<file path="src/rtl/ioc_pkg.sv">
package ioc_pkg;

   typedef enum int {
      STG_FETCH  = 0,
      STG_DECODE = 1,
      STG_ISSUE  = 2,
      STG_EXEC   = 3
   } stage_e;

   localparam int NUM_STAGES = 4;
   // Fetch is the handshake itself; the remaining stages are registers.
   localparam int NUM_REG_STAGES = NUM_STAGES - 1;

endpackage

</file>
<file path="src/rtl/ioc_stage_reg.sv">
module ioc_stage_reg #(
   parameter int W = 8
) (
   input  logic         clk,
   input  logic         rst_n,
   input  logic         hold,
   input  logic         in_vld,
   input  logic [W-1:0] in_data,
   output logic         out_vld,
   output logic [W-1:0] out_data
);

   if (W < 1) begin : g_bad_w
      $error("ioc_stage_reg: W must be at least 1");
   end

   always_ff @(posedge clk or negedge rst_n) begin
      if (!rst_n) begin
         out_vld  <= 1'b0;
         out_data <= '0;
      end else if (!hold) begin
         out_vld  <= in_vld;
         out_data <= in_data;
      end
   end

endmodule

</file>
<file path="src/rtl/ioc_hazard.sv">
module ioc_hazard #(
   parameter int RW   = 5,
   parameter int NSRC = 2
) (
   input  logic               cons_vld,
   input  logic [NSRC*RW-1:0] cons_src,
   input  logic [NSRC-1:0]    cons_src_en,
   input  logic               prod_vld,
   input  logic [RW-1:0]      prod_dst,
   input  logic               prod_dst_en,
   output logic               hit
);

   logic [NSRC-1:0] match;

   for (genvar k = 0; k < NSRC; k++) begin : g_cmp
      assign match[k] = cons_src_en[k] && (cons_src[k*RW +: RW] == prod_dst);
   end

   assign hit = cons_vld && prod_vld && prod_dst_en && (|match);

endmodule

</file>
<file path="src/rtl/ioc_stall_ctrl.sv">
module ioc_stall_ctrl (
   input  logic clk,
   input  logic rst_n,
   input  logic hazard,
   output logic dec_hold,
   output logic front_stall
);

   logic tail_q;

   // The producer writes at the end of its execute cycle, so the front end
   // stays frozen for one further cycle after decode is released.
   always_ff @(posedge clk or negedge rst_n) begin
      if (!rst_n) tail_q <= 1'b0;
      else        tail_q <= hazard;
   end

   assign dec_hold    = hazard;
   assign front_stall = hazard | tail_q;

endmodule

</file>
<file path="src/rtl/ioc_pipe_ctrl.sv">
module ioc_pipe_ctrl
   import ioc_pkg::*;
#(
   parameter int IW   = 32,
   parameter int RW   = 5,
   parameter int NSRC = 2
) (
   input  logic               clk,
   input  logic               rst_n,
   input  logic               fetch_valid,
   output logic               fetch_ready,
   input  logic [IW-1:0]      fetch_insn,
   input  logic [RW-1:0]      fetch_dst,
   input  logic               fetch_dst_en,
   input  logic [NSRC*RW-1:0] fetch_src,
   input  logic [NSRC-1:0]    fetch_src_en,
   output logic               stall,
   output logic [3:0]         occupancy,
   output logic               retire_valid,
   output logic [IW-1:0]      retire_insn,
   output logic [RW-1:0]      retire_dst,
   output logic               retire_dst_en
);

   localparam int SW      = NSRC * RW;
   localparam int OFF_SEN = 0;
   localparam int OFF_SRC = OFF_SEN + NSRC;
   localparam int OFF_DEN = OFF_SRC + SW;
   localparam int OFF_DST = OFF_DEN + 1;
   localparam int OFF_INS = OFF_DST + RW;
   localparam int PW      = OFF_INS + IW;
   localparam int NREG    = NUM_REG_STAGES;
   localparam int IX_DEC  = STG_DECODE - 1;
   localparam int IX_ISS  = STG_ISSUE - 1;
   localparam int IX_EXE  = STG_EXEC - 1;

   if (IW < 1) begin : g_bad_iw
      $error("ioc_pipe_ctrl: IW must be at least 1");
   end
   if (RW < 1) begin : g_bad_rw
      $error("ioc_pipe_ctrl: RW must be at least 1");
   end
   if (NSRC < 1) begin : g_bad_nsrc
      $error("ioc_pipe_ctrl: NSRC must be at least 1");
   end
   if (NREG != 3) begin : g_bad_depth
      $error("ioc_pipe_ctrl: stage map expects three registered stages");
   end

   logic          accept;
   logic          hazard;
   logic          dec_hold;
   logic [PW-1:0] f_pay;
   logic          vld [NREG];
   logic [PW-1:0] pay [NREG];
   logic          d_vld, i_vld, e_vld;
   logic [PW-1:0] d_pay;

   assign f_pay  = {fetch_insn, fetch_dst, fetch_dst_en, fetch_src, fetch_src_en};
   assign accept = fetch_valid && fetch_ready;

   for (genvar s = 0; s < NREG; s++) begin : g_stg
      logic          in_v;
      logic [PW-1:0] in_p;
      logic          h;
      if (s == IX_DEC) begin : g_dec
         assign in_v = accept;
         assign in_p = f_pay;
         assign h    = dec_hold;
      end else if (s == IX_ISS) begin : g_iss
         assign in_v = vld[s-1] && !dec_hold;
         assign in_p = pay[s-1];
         assign h    = 1'b0;
      end else begin : g_fwd
         assign in_v = vld[s-1];
         assign in_p = pay[s-1];
         assign h    = 1'b0;
      end
      ioc_stage_reg #(.W(PW)) u_reg (
         .clk      (clk),
         .rst_n    (rst_n),
         .hold     (h),
         .in_vld   (in_v),
         .in_data  (in_p),
         .out_vld  (vld[s]),
         .out_data (pay[s])
      );
   end

   assign d_vld = vld[IX_DEC];
   assign i_vld = vld[IX_ISS];
   assign e_vld = vld[IX_EXE];
   assign d_pay = pay[IX_DEC];

   ioc_hazard #(.RW(RW), .NSRC(NSRC)) u_haz (
      .cons_vld    (d_vld),
      .cons_src    (d_pay[OFF_SRC +: SW]),
      .cons_src_en (d_pay[OFF_SEN +: NSRC]),
      .prod_vld    (i_vld),
      .prod_dst    (pay[IX_ISS][OFF_DST +: RW]),
      .prod_dst_en (pay[IX_ISS][OFF_DEN]),
      .hit         (hazard)
   );

   ioc_stall_ctrl u_stall (
      .clk         (clk),
      .rst_n       (rst_n),
      .hazard      (hazard),
      .dec_hold    (dec_hold),
      .front_stall (stall)
   );

   assign fetch_ready = !stall;

   assign occupancy[STG_FETCH]  = accept;
   assign occupancy[STG_DECODE] = d_vld;
   assign occupancy[STG_ISSUE]  = i_vld;
   assign occupancy[STG_EXEC]   = e_vld;

   assign retire_valid  = e_vld;
   assign retire_insn   = pay[IX_EXE][OFF_INS +: IW];
   assign retire_dst    = pay[IX_EXE][OFF_DST +: RW];
   assign retire_dst_en = pay[IX_EXE][OFF_DEN];

   logic [OFF_DEN-1:0] unused_exec_src;
   assign unused_exec_src = pay[IX_EXE][OFF_DEN-1:0];

endmodule

</file>
<file path="config.mk">
export PLATFORM = sky130hd
export DESIGN_NAME = ioc_pipe_ctrl
export DESIGN_NICKNAME = d
export VERILOG_FILES = /design/src/rtl/ioc_pkg.sv /design/src/rtl/ioc_stage_reg.sv /design/src/rtl/ioc_hazard.sv /design/src/rtl/ioc_stall_ctrl.sv /design/src/rtl/ioc_pipe_ctrl.sv
export SDC_FILE = /design/constraint.sdc
export NUM_CORES = 1
export LEC_CHECK = 0
export ABC_AREA = 1
export BUFFER_PORTS_ARGS = -buffer_cell sky130_fd_sc_hd__buf_2
export CORE_MARGIN = 8
export CORE_UTILIZATION = 30
export CTS_BUF_LIST = sky130_fd_sc_hd__clkbuf_16
export CTS_CLUSTER_DIAMETER = 60
export CTS_CLUSTER_SIZE = 25
export DETAILED_ROUTE_END_ITERATION = 8
export GPL_ROUTABILITY_DRIVEN = 0
export SETUP_SLACK_MARGIN = 0.3
export SYNTH_ARGS = -nofsm -noshare
export SYNTH_HDL_FRONTEND = slang
export SYNTH_SLANG_ARGS = --single-unit
</file>
<file path="constraint.sdc">
create_clock -name clk -period 1.59 [get_ports clk]
set_input_delay 0.318 -clock clk [delete_from_list [all_inputs] [get_ports clk]]
set_output_delay 0.318 -clock clk [all_outputs]
set_load 0.005 [all_outputs]
</file>
==> impl_metrics.yaml <==
power:
  internal_power_w: 0.00614
  p_leak_nw: 3.11
  p_seq_share_pct: 45.6
  p_comb_share_pct: 6.3
  peakVddDrop_mv: 0.674
  power_density_mw_per_mm2: 1300
  p_switching_w: 0.00171
  switching_share_pct: 21.7
  power.share.clock_pct: 48.1
cells_and_area:
  insertedDiodeCount: 0
  final-instance-count-excl-fill: 685
  num-fill-cells: 1314
  nets: 546
  drive_above_1_share_pct: 34.9
  fin_util_pct: 43.3
  design_area_mm2: 0.00603
  areaGrowthSynthToFinish_pct: 40.8
synthesis:
  yosysTopAreaCell: "dfrtp_1"
  synth_top_cell_area_share_pct: 75.9
  synth_fa_ha_area_share_pct: 0
  synth_area_leaders: "dfrtp_1, nand2_1, nand3_1"
  ys_seq_area_share_pct: 75.9
  synth.distinct_cells: 12
  ys_warn_count: 0
  postSynthCellCount: 364
  synth_simple_gate_area_share_pct: 18.8
  syn-cell-area_mm2: 0.00429
  synth_compound_area_share_pct: 0.117
  synth_top_family_by_area: "simple AND/OR/NAND/NOR gates"
  muxShareOfSynthArea_pct: 0
  synth_xor_xnor_area_share_pct: 0
  synth_area_per_cell_um2: 11.8
  synth_nets: 417
  ys_seq_elements: 130
global_routing:
  antenna_found_initial: 1
  grt_remaining_overflow: 0
  grt_pass1_vias: 3075
  grt_pass1_wl_mm: 15.9
  grt_usage_pct: 11.5
  grt_max_degree: 45
drt:
  first_pass_iters: 4
  avgViaCountPerCell: 4.22
  drtAntennaViolNets: 0
  num_vias: 2888
  wl_per_cell_um: 15.5
  wirelength_mm: 10.6
  drt_iter0_drc: 256
  drc: 0
worst_setup_path:
  crit_buf_inv: 2
  critical_path.startpoint_type: "flop"
  required_ns: 1.27
  cpPeakStageDelay_ns: 0.41
  path_cells: "inv_1, nand2_1, nand2_1, nor2_2, nand3_1, nand2_2, nand2_4, nand2_4, nor2_4, buf_6"
  path_class: "flop to output pin"
  crit_slowest_cell: "dfrtp_1"
  crit_path_end_kind: "output pin"
  arrival_ns: 1.59
  cpLargestDelayFamily: "simple AND/OR/NAND/NOR gates"
  worstPathMaxFanout: 4
clock_network:
  cts_max_level: 4
  cts_sinks: 130
  cts_tree: "done"
  cts-root-buf: "clkbuf_16"
  clk_latency_ns: 0.41
  cts_made_buffers: 17
  clockBufferDepth: 2
  clk_pin_slew_ns: 0.06
timing:
  slew_viol_final: 0
  period_needed_ns: 1.91
  setup_viol: 42
  slew_headroom_pct: 76.6
  worst_pin_slew_ns: 0.351
  hold_violations: 0
  rsz0062_at_grt: "true"
  final.setup_skew_ns: 0.00758
  finalCritPeriodShare_pct: 120
  max_freq_ghz: 0.523
  fin_ws_ns: -0.320
floorplan:
  die_h_um: 136
  num_rows: 43
  initial_core_util_pct: 30.8
  coreArea_mm2: 0.0139
  pin_count: 98
  die-area_mm2: 0.0184
  die_x_um: 136
place:
  dpl.hpwl_mm: 6.27
  io_buffers: 97
  place_inst: 632
  place_area_mm2: 0.00497
  place_ws_ns: 0.0520
status:
  status: "finished, violations left"
  violations: "negative setup slack"
run:
  cap_violations: 0
hold_path:
  hold_path.class: "input port to flop"
[layout make-up]
class,count,area (µm²),area share (%)
Sequential cell,130,3250,53.9
Multi-Input combinational cell,196,880,14.6
Clock buffer,17,425,7.05
Clock inverter,14,148,2.45
Tap cell,180,225,3.73
Inverter,19,71.3,1.18
Timing Repair Buffer,129,1030,17.1
[registers in the layout, indices dropped and copies added (netlist names)]
signal,flops
g_stg.u_reg.out_vld,3
g_stg.u_reg.out_data,126
u_stall.tail_q,1
[metrics by stage]
stage / hold slack (ns) / setup TNS, ns / total power, W
2_1_floorplan: 0.0224 / 0 / 0.00377
3_3_place_gp: 0.235 / 0 / 0.00402
3_5_place_dp: 0.240 / 0 / 0.00403
4_1_cts: 0.0706 / -0.955 / 0.00788
5_1_grt: 0.0926 / -6.37 / 0.00820
6_report: 0.0953 / -1.92 / 0.00785
[final timing paths]
path	to	cells after the start	slack, ns	from
setup / recovery	occupancy[0]	10	-0.32	g_stg[1].u_reg.out_data[15]
hold / removal	g_stg[0].u_reg.out_data[22]	3	0.1	fetch_insn[4]
setup reg to reg	g_stg[0].u_reg.out_data[7]	11	-0.04	g_stg[1].u_reg.out_data[16]
hold reg to reg	g_stg[2].u_reg.out_data[27]	0	0.34	g_stg[1].u_reg.out_data[27]
max in group asynchronous	g_stg[1].u_reg.out_data[23]	3	0.68	rst_n
min in group asynchronous	g_stg[0].u_reg.out_data[42]	2	0.37	rst_n
[cell families after synthesis]
logic type / after synthesis
compound gates: 1
simple gates: 195
buf+inv: 38
flops: 130
[power by group through the flow]
stage | clock network, W | registers (W) | logic (W)
detailed placement | 0 | 0.00364 | 0.000397
global route | 0.00404 | 0.00360 | 0.000562
floorplan | 0 | 0.00362 | 0.000148
finish | 0.00378 | 0.00358 | 0.000498
global placement | 0 | 0.00363 | 0.000389
CTS | 0.00388 | 0.00358 | 0.000421
[cell usage in the layout, fill, tap and decap left out, drive strengths merged]
master | netlist | routed
nand2 | 132 | 132
nand3 | 52 | 52
nor2 | 11 | 11
dlygate4sd3 | 0 | 1
dfrtp | 130 | 130
buf | 19 | 121
o21ai | 1 | 1
inv | 19 | 20
clkinvlp | 0 | 3
clkinv | 0 | 7
clkbuf | 0 | 21
bufbuf | 0 | 3
bufinv | 0 | 3
[routing by layer]
| layer | up-vias | part of all wire (%) | track usage [%] |
|---|---|---|---|
| met5 | - | 0.12 | 0 |
| met4 | 2 | 1.9 | 5.92 |
| met3 | 19 | 6.5 | 4.67 |
| met2 | 88 | 48 | 17.3 |
| met1 | 1386 | 44 | 13.8 |
| li1 | 1393 | - | - |
[synth_stat cells]
library cell,instances
nand2_1,130
nand3_1,52
nand2_4,1
nor2_1,11
buf_6,5
o21ai_0,1
dfrtp_1,130
nand2_2,1
buf_4,9
buf_2,5
inv_2,3
inv_1,16
[repair_timing]
| action | in CTS | in global routing |
|---|---|---|
| setup buffers | 4 | 7 |
| endpoints found under the hold margin | 32 | 0 |
| pin swaps | 5 | 13 |
| resized for setup | 12 | 21 |
| hold buffers | 1 | 0 |
| endpoints found under the setup margin | 57 | 58 |
| cloned | 3 | 7 |
[worst register-to-register path, cell delays in order (launching register included)]
cell	delay (ns)
dfrtp_1	0.40
inv_2	0.06
nand2_2	0.05
nand2_2	0.06
nor2_2	0.11
nand3_1	0.09
nand2_2	0.11
nand2_4	0.06
buf_4	0.17
bufbuf_16	0.30
nand2_1	0.07
nand2_1	0.04
No activity file was read; power rests on OpenSTA's default activity.
